`config.mk`:
```
export PLATFORM = sky130hd
export DESIGN_NAME = stretch_tdc_ctrl
export DESIGN_NICKNAME = d
export VERILOG_FILES = /design/src/rtl/stretch_pkg.sv /design/src/rtl/edge_sync.sv /design/src/rtl/stretch_seq.sv /design/src/rtl/restoring_div.sv /design/src/rtl/stretch_tdc_ctrl.sv
export SDC_FILE = /design/constraint.sdc
export NUM_CORES = 1
export LEC_CHECK = 0
export ABC_AREA = 0
export BUFFER_PORTS_ARGS = -buffer_cell sky130_fd_sc_hd__buf_2
export CAP_MARGIN = 20
export CORE_MARGIN = 5
export CORE_UTILIZATION = 35
export CTS_CLUSTER_SIZE = 30
export DETAILED_ROUTE_END_ITERATION = 8
export PLACE_DENSITY = 0.52
export SYNTH_ARGS = -nofsm -noshare
export SYNTH_HDL_FRONTEND = slang
export SYNTH_SLANG_ARGS = --single-unit
```
`constraint.sdc`:
```
create_clock -name clk -period 3.15 [get_ports clk]
set_clock_uncertainty 0.05 [all_clocks]
set_input_delay 0.63 -clock clk [delete_from_list [all_inputs] [get_ports clk]]
set_output_delay 0.63 -clock clk [all_outputs]
set_load 0.01 [all_outputs]
```
`src/rtl/stretch_pkg.sv`:
```
package stretch_pkg;

    typedef enum logic [2:0] {
        ST_IDLE,
        ST_RESET,
        ST_UP,
        ST_DOWN,
        ST_DONE
    } seq_state_e;

    typedef struct packed {
        logic start;
        logic stop;
        logic trip;
    } evt_t;

    localparam int EVT_W = $bits(evt_t);

    function automatic logic is_charging(seq_state_e s);
        return (s == ST_UP) || (s == ST_DOWN);
    endfunction

endpackage

```
`src/rtl/edge_sync.sv`:
```
module edge_sync #(
    parameter int WIDTH  = 3,
    parameter int STAGES = 2
) (
    input  logic             clk,
    input  logic             rst,
    input  logic [WIDTH-1:0] d_i,
    output logic [WIDTH-1:0] rise_o
);
    logic [WIDTH-1:0] stg [STAGES+1];

    always_ff @(posedge clk) begin
        if (rst) stg[0] <= '0;
        else     stg[0] <= d_i;
    end

    for (genvar g = 1; g <= STAGES; g++) begin : g_chain
        always_ff @(posedge clk) begin
            if (rst) stg[g] <= '0;
            else     stg[g] <= stg[g-1];
        end
    end

    assign rise_o = stg[STAGES-1] & ~stg[STAGES];
endmodule

```
`src/rtl/stretch_seq.sv`:
```
module stretch_seq
    import stretch_pkg::*;
#(
    parameter int CNT_W      = 16,
    parameter int RST_CYCLES = 4
) (
    input  logic             clk,
    input  logic             rst,
    input  evt_t             ev_i,
    input  logic [CNT_W-1:0] limit_i,
    input  logic             div_done_i,
    output seq_state_e       state_o,
    output logic [CNT_W-1:0] count_o,
    output logic             go_o,
    output logic             err_o
);
    localparam int RW = $clog2(RST_CYCLES + 1);

    seq_state_e       state_q, state_d;
    logic [CNT_W-1:0] cnt_q;
    logic [RW-1:0]    dwell_q;
    logic             err_q, go_q;
    logic             err_set, err_clr, cnt_clr, cnt_inc, go_d, at_limit;

    assign at_limit = (cnt_q == limit_i);

    always_comb begin
        state_d = state_q;
        err_set = 1'b0;
        err_clr = 1'b0;
        cnt_clr = 1'b0;
        cnt_inc = 1'b0;
        go_d    = 1'b0;
        unique case (state_q)
            ST_IDLE: begin
                if (ev_i.start) begin
                    state_d = ST_UP;
                    cnt_clr = 1'b1;
                    err_clr = 1'b1;
                end else if (ev_i.stop || ev_i.trip) begin
                    err_set = 1'b1;
                end
            end
            ST_RESET: begin
                if (dwell_q == '0) state_d = ST_IDLE;
            end
            ST_UP: begin
                if (ev_i.trip || at_limit) begin
                    state_d = ST_IDLE;
                    err_set = 1'b1;
                end else begin
                    cnt_inc = 1'b1;
                    if (ev_i.stop) state_d = ST_DOWN;
                end
            end
            ST_DOWN: begin
                if (ev_i.trip) begin
                    state_d = ST_DONE;
                    cnt_inc = 1'b1;
                    go_d    = 1'b1;
                end else if (at_limit) begin
                    state_d = ST_IDLE;
                    err_set = 1'b1;
                end else begin
                    cnt_inc = 1'b1;
                end
            end
            ST_DONE: begin
                if (div_done_i) state_d = ST_RESET;
            end
            default: state_d = ST_IDLE;
        endcase
    end

    always_ff @(posedge clk) begin
        if (rst) begin
            state_q <= ST_RESET;
            cnt_q   <= '0;
            dwell_q <= RW'(RST_CYCLES - 1);
            err_q   <= 1'b0;
            go_q    <= 1'b0;
        end else begin
            state_q <= state_d;
            go_q    <= go_d;
            if (cnt_clr)      cnt_q <= '0;
            else if (cnt_inc) cnt_q <= cnt_q + 1'b1;
            if (state_d == ST_RESET && state_q != ST_RESET) dwell_q <= RW'(RST_CYCLES - 1);
            else if (state_q == ST_RESET && dwell_q != '0)  dwell_q <= dwell_q - 1'b1;
            if (err_clr)      err_q <= 1'b0;
            else if (err_set) err_q <= 1'b1;
        end
    end

    assign state_o = state_q;
    assign count_o = cnt_q;
    assign go_o    = go_q;
    assign err_o   = err_q;
endmodule

```
`src/rtl/restoring_div.sv`:
```
module restoring_div #(
    parameter int NUM_W = 20,
    parameter int DEN_W = 8
) (
    input  logic             clk,
    input  logic             rst,
    input  logic             go_i,
    input  logic [NUM_W-1:0] num_i,
    input  logic [DEN_W-1:0] den_i,
    output logic [NUM_W-1:0] quo_o,
    output logic             valid_o
);
    localparam int SW = $clog2(NUM_W + 1);

    logic [NUM_W-1:0] quo_q;
    logic [DEN_W-1:0] rem_q, den_q;
    logic [SW-1:0]    left_q;
    logic             busy_q, valid_q;
    logic [DEN_W:0]   trial;
    logic             fits;

    assign trial = {rem_q, quo_q[NUM_W-1]};
    assign fits  = (trial >= {1'b0, den_q});

    always_ff @(posedge clk) begin
        if (rst) begin
            quo_q   <= '0;
            rem_q   <= '0;
            den_q   <= '0;
            left_q  <= '0;
            busy_q  <= 1'b0;
            valid_q <= 1'b0;
        end else begin
            valid_q <= 1'b0;
            if (go_i) begin
                quo_q  <= num_i;
                rem_q  <= '0;
                den_q  <= den_i;
                left_q <= SW'(NUM_W);
                busy_q <= 1'b1;
            end else if (busy_q) begin
                quo_q  <= {quo_q[NUM_W-2:0], fits};
                rem_q  <= fits ? DEN_W'(trial - {1'b0, den_q}) : trial[DEN_W-1:0];
                left_q <= left_q - 1'b1;
                if (left_q == SW'(1)) begin
                    busy_q  <= 1'b0;
                    valid_q <= 1'b1;
                end
            end
        end
    end

    assign quo_o   = quo_q;
    assign valid_o = valid_q;
endmodule

```
`src/rtl/stretch_tdc_ctrl.sv`:
```
module stretch_tdc_ctrl
    import stretch_pkg::*;
#(
    parameter int CNT_W       = 16,
    parameter int FAC_W       = 8,
    parameter int FAC_FRAC    = 4,
    parameter int SYNC_STAGES = 2,
    parameter int RST_CYCLES  = 4
) (
    input  logic                      clk,
    input  logic                      rst,
    input  logic                      start_i,
    input  logic                      stop_i,
    input  logic                      trip_i,
    input  logic [FAC_W-1:0]          factor_i,
    input  logic [CNT_W-1:0]          tmo_limit_i,
    output logic                      integ_clr_o,
    output logic                      up_o,
    output logic                      down_o,
    output logic                      cnt_en_o,
    output logic [CNT_W-1:0]          count_o,
    output logic [CNT_W+FAC_FRAC-1:0] result_o,
    output logic                      done_o,
    output logic                      err_o
);
    localparam int QW = CNT_W + FAC_FRAC;

    logic [EVT_W-1:0] rise;
    evt_t             ev;
    seq_state_e       state;
    logic [CNT_W-1:0] count;
    logic             go, seq_err, div_valid;
    logic [QW-1:0]    quo, result_q;
    logic             done_q;

    edge_sync #(.WIDTH(EVT_W), .STAGES(SYNC_STAGES)) u_sync (
        .clk    (clk),
        .rst    (rst),
        .d_i    ({start_i, stop_i, trip_i}),
        .rise_o (rise)
    );
    assign ev = evt_t'(rise);

    stretch_seq #(.CNT_W(CNT_W), .RST_CYCLES(RST_CYCLES)) u_seq (
        .clk        (clk),
        .rst        (rst),
        .ev_i       (ev),
        .limit_i    (tmo_limit_i),
        .div_done_i (div_valid),
        .state_o    (state),
        .count_o    (count),
        .go_o       (go),
        .err_o      (seq_err)
    );

    restoring_div #(.NUM_W(QW), .DEN_W(FAC_W)) u_div (
        .clk     (clk),
        .rst     (rst),
        .go_i    (go),
        .num_i   ({count, {FAC_FRAC{1'b0}}}),
        .den_i   (factor_i),
        .quo_o   (quo),
        .valid_o (div_valid)
    );

    always_ff @(posedge clk) begin
        if (rst) begin
            result_q <= '0;
            done_q   <= 1'b0;
        end else begin
            done_q <= div_valid;
            if (div_valid) result_q <= quo;
        end
    end

    assign up_o        = (state == ST_UP);
    assign down_o      = (state == ST_DOWN);
    assign cnt_en_o    = is_charging(state);
    assign integ_clr_o = (state == ST_IDLE) || (state == ST_RESET) || (state == ST_DONE);
    assign count_o     = count;
    assign result_o    = result_q;
    assign done_o      = done_q;
    assign err_o       = seq_err;
endmodule

```
==> flow_summary.html <==
<table>
<tr><th>Metric</th><th>Value</th></tr>
<tr><th colspan="2">Status</th></tr>
<tr><td>Result of the run</td><td>completed</td></tr>
<tr><th colspan="2">Logic synthesis</th></tr>
<tr><td>Synth area leaders</td><td>dfxtp_1, mux2i_1, nor2_1, xor2_1, a21oi_1</td></tr>
<tr><td>Library cell with the largest summed area after synthesis</td><td>dfxtp_1</td></tr>
<tr><td>Most used DFF post-synth</td><td>dfxtp_1</td></tr>
<tr><td>Fraction of the yosys area taken by sequential cells</td><td>0.4291</td></tr>
<tr><td>Number of distinct standard cells referenced by the synthesized netlist</td><td>55</td></tr>
<tr><td>Number of standard cells after synthesis</td><td>505</td></tr>
<tr><td>Share of synthesized flip-flops with an asynchronous set or reset</td><td>0</td></tr>
<tr><td>Warnings from Yosys</td><td>0</td></tr>
<tr><td>Post-synthesis register bit count</td><td>97</td></tr>
<tr><td>Cell with the most instances after synthesis</td><td>dfxtp_1</td></tr>
<tr><td>Post-Syn Nets</td><td>548</td></tr>
<tr><td>Post-synth EDFFs</td><td>0</td></tr>
<tr><td>Mean post-synth cell area</td><td>8.962 sq um</td></tr>
<tr><td>Leading post-synthesis cells by instance count</td><td>dfxtp_1, nor2_1, mux2i_1</td></tr>
<tr><td>Post-synthesis instance area</td><td>0.004526 sq mm</td></tr>
<tr><td>Fraction of post-synthesis cell area in the top cell type by area</td><td>0.4291</td></tr>
<tr><th colspan="2">Setup path</th></tr>
<tr><td>Required time of the critical path</td><td>3.32 ns</td></tr>
<tr><td>CP startpoint</td><td>u_div.den_q[1]</td></tr>
<tr><td>Worst-path maximum fanout</td><td>8</td></tr>
<tr><td>End of the worst register-to-register path</td><td>u_div.rem_q[2]</td></tr>
<tr><td>Element type at the critical path end</td><td>register</td></tr>
<tr><td>Worst setup SP type</td><td>register</td></tr>
<tr><td>R2r setup slk</td><td>0.92 ns</td></tr>
<tr><td>Worst r2r src</td><td>u_div.den_q[1]</td></tr>
<tr><td>Endpoint arrival time on the critical path</td><td>2.40 ns</td></tr>
<tr><td>Register-to-Register Path Depth</td><td>8</td></tr>
<tr><td>Startpoint-to-endpoint class of the critical path</td><td>reg -&gt; reg</td></tr>
<tr><th colspan="2">Cells and area</th></tr>
<tr><td>Final design instance area without fill</td><td>0.005295 sq mm</td></tr>
<tr><td>Net count of the finished layout</td><td>610</td></tr>
<tr><td>Area occupied by multi-input gates</td><td>0.002402 sq mm</td></tr>
<tr><td>Share of post-route cells with drive strength above 1</td><td>0.1926</td></tr>
<tr><td>Filler cell count</td><td>1,305</td></tr>
<tr><td>Area Growth Syn to Fin</td><td>17.00%</td></tr>
<tr><td>Sequential cell area</td><td>0.001942 sq mm</td></tr>
<tr><td>Number of diodes added for antenna fixing</td><td>0</td></tr>
<tr><th colspan="2">CTS</th></tr>
<tr><td>Number of buffers inserted to repair setup after CTS</td><td>0</td></tr>
<tr><td>TritonCTS clock tree</td><td>done</td></tr>
<tr><td>Num CTS Buffers</td><td>9</td></tr>
<tr><td>Reg clk slew, reported paths</td><td>0.07 ns</td></tr>
<tr><td>Buffer levels on the longest clock path</td><td>2</td></tr>
<tr><td>CTS sink count</td><td>97</td></tr>
<tr><td>Root cell of the clock tree</td><td>clkbuf_16</td></tr>
<tr><td># H-tree levels</td><td>3</td></tr>
<tr><td>Number of hold-repair buffers added at the cts stage</td><td>0</td></tr>
<tr><td>Post-CTS Resized</td><td>0</td></tr>
<tr><td>Worst skew pair latency</td><td>0.34 ns</td></tr>
<tr><th colspan="2">Route</th></tr>
<tr><td>Detailed-router iteration count before antenna repair</td><td>4</td></tr>
<tr><td>Average wire per cell in the routed design</td><td>13.55 um</td></tr>
<tr><td>Routed via count</td><td>3,690</td></tr>
<tr><td>Drt total wl</td><td>10,070 um</td></tr>
<tr><td>Residual DRC count</td><td>0</td></tr>
<tr><td>First-iteration detailed-routing DRC count</td><td>124</td></tr>
<tr><td>Vias per std cell</td><td>4.966</td></tr>
<tr><td>Number of nets still failing antenna checks after routing</td><td>0</td></tr>
<tr><th colspan="2">Hold path</th></tr>
<tr><td>Worst Hold Launch</td><td>u_sync.stg[0][1]</td></tr>
<tr><td>End point of the most critical hold path</td><td>u_sync.stg[1][1]</td></tr>
<tr><td>HP Class</td><td>reg -&gt; reg</td></tr>
<tr><td>Hold-critical path depth</td><td>1</td></tr>
<tr><th colspan="2">Global route</th></tr>
<tr><td>Grt peak-use layer</td><td>met2</td></tr>
<tr><td>Number of global-route vias before repair</td><td>3,569</td></tr>
<tr><td>Final global-route overflow total</td><td>0</td></tr>
<tr><td>Global-route usage over all layers</td><td>0.1384</td></tr>
<tr><td>Met3 Track Usage GR</td><td>0.03497</td></tr>
<tr><td>Met1 Use GR</td><td>0.1762</td></tr>
<tr><td>Grt met2 use</td><td>0.2312</td></tr>
<tr><td>Antenna violations before repair</td><td>0</td></tr>
<tr><td>Maximum number of pins on one net before global-route repair</td><td>31</td></tr>
<tr><td>Wire length of the first global-routing pass</td><td>16,930 um</td></tr>
<tr><th colspan="2">Run</th></tr>
<tr><td>Max-cap violations</td><td>0</td></tr>
<tr><th colspan="2">Timing</th></tr>
<tr><td>Final cycle utilization of the critical path</td><td>0.7077</td></tr>
<tr><td>Number of slew-limit violations in the final report</td><td>0</td></tr>
<tr><td>Tmin final</td><td>2.229 ns</td></tr>
<tr><td>Headroom to the max-slew limit</td><td>0.4983</td></tr>
<tr><td>Unrepaired setup endpoints after global routing</td><td>false</td></tr>
<tr><td>Setup violators final</td><td>0</td></tr>
<tr><td>Final hold vios</td><td>0</td></tr>
<tr><td>Transition time at the pin with the least slew margin</td><td>0.7515 ns</td></tr>
<tr><td>Post-layout worst setup margin</td><td>0.9206 ns</td></tr>
<tr><td>Summed negative setup slack over all endpoints</td><td>0 ns</td></tr>
<tr><td>Highest attainable clock frequency</td><td>448.6 MHz</td></tr>
<tr><td>Final-layout worst hold slack</td><td>0.3858 ns</td></tr>
<tr><th colspan="2">Placed design</th></tr>
<tr><td>Post-Place Cell Area</td><td>0.005024 sq mm</td></tr>
<tr><td>Routability-driven placement congestion ratio</td><td>0.7885</td></tr>
<tr><td>Number of I/O port buffers</td><td>70</td></tr>
<tr><td>DP HPWL</td><td>7392 um</td></tr>
<tr><td>Worst-case setup slack after placement</td><td>0.8406 ns</td></tr>
<tr><th colspan="2">Power</th></tr>
<tr><td>Leak pwr</td><td>2.110 nW</td></tr>
<tr><td>VDD IR-drop max</td><td>0.2217 mV</td></tr>
<tr><td>PD cells</td><td>458.4 mW/mm^2</td></tr>
<tr><th colspan="2">Floorplan</th></tr>
<tr><td>Die footprint</td><td>0.01530 sq mm</td></tr>
<tr><td>Chip height</td><td>123.7 um</td></tr>
<tr><td>Placeable core region</td><td>0.01267 sq mm</td></tr>
<tr><td>Initial Utilization</td><td>0.3572</td></tr>
<tr><td>Num ports</td><td>71</td></tr>
<tr><td>Overall die width</td><td>123.7 um</td></tr>
<tr><td>Number of cell rows</td><td>41</td></tr>
</table>
where the power goes:
part | switching [W] | total [W] | internal [W] | leakage, nW
Sequential | 0.0000164 | 0.00127 | 0.00125 | 0.783
Combinational | 0.0000825 | 0.000144 | 0.0000613 | 1.20
Clock | 0.000463 | 0.00102 | 0.000554 | 0.128
Total | 0.000562 | 0.00243 | 0.00187 | 2.11
critical path, stage by stage, from the launching register on:
cell      delay, ns
dfxtp_1        0.39
inv_1          0.06
ha_1           0.30
nor2b_1        0.15
o31ai_2        0.36
a211oi_2       0.20
nor2_4         0.29
mux2i_1        0.23
a21oi_1        0.08
worst max-delay path by stage:
stage                                   to  slack [ns]  cells past startpoint
after global routing        u_div.rem_q[3]        0.74                      8
after global placement    u_seq.count_o[8]        0.87                      7
final                       u_div.rem_q[2]        0.92                      8
after floorplan             u_div.rem_q[7]        1.15                      8
after detailed placement  u_seq.count_o[7]        0.84                      7
after CTS                   u_div.rem_q[2]        0.88                      8
routing by layer:
metal	vias to the layer above	wire length, um
met4	0	112
met3	11	467
met1	1736	4794
met2	72	4696
li1	1871	-
met5	-	0
flip-flops by register name (all words and copies together), names as in the netlist, 3 cells and up:
signal and flops:
u_div.quo_o 20, u_div.den_q 8, u_div.left_q 5, u_div.rem_q 8, u_seq.state_o 3, result_o 20
u_sync.stg 9, u_seq.dwell_q 3, u_seq.count_o 16
layout make-up:
cell class / count / share of cell area
Clock buffer: 11 / 0.04584
Clock inverter: 4 / 0.005435
Inverter: 16 / 0.01158
Sequential cell: 97 / 0.3667
Timing Repair Buffer: 77 / 0.07609
Multi-Input combinational cell: 366 / 0.4537
Tap cell: 172 / 0.04064
kinds of logic after synthesis:
group,share of synthesized area
AOI/OAI and AO/OA,0.1103
xor gates and xnor gates,0.05419
adders and majority gates,0.04037
buffers and inverters,0.04009
DFF,0.4291
muxes,0.1175
and+or+nand+nor,0.2085
metrics by stage:
stage	total power [W]	std cells	utilization
3_5_place_dp	0.001441	728	0.3965
5_1_grt	0.002533	743	0.4179
2_1_floorplan	0.001394	505	-
4_1_cts	0.002464	743	0.4179
3_3_place_gp	0.001433	728	0.3965
6_report	0.002427	743	0.4179
cells in the final DEF (no fill, tap or decap), types with 9 or more instances in the layout:
cell type,instances
nand3_1,10
mux2i_1,52
nand2_1,17
a21oi_1,36
nor2_1,92
inv_1,15
dfxtp_1,97
xor2_1,21
ha_1,13
o21ai_0,19
buf_2,70
nor2b_1,15
clkbuf_16,9
(Power assumes the default switching activity.)
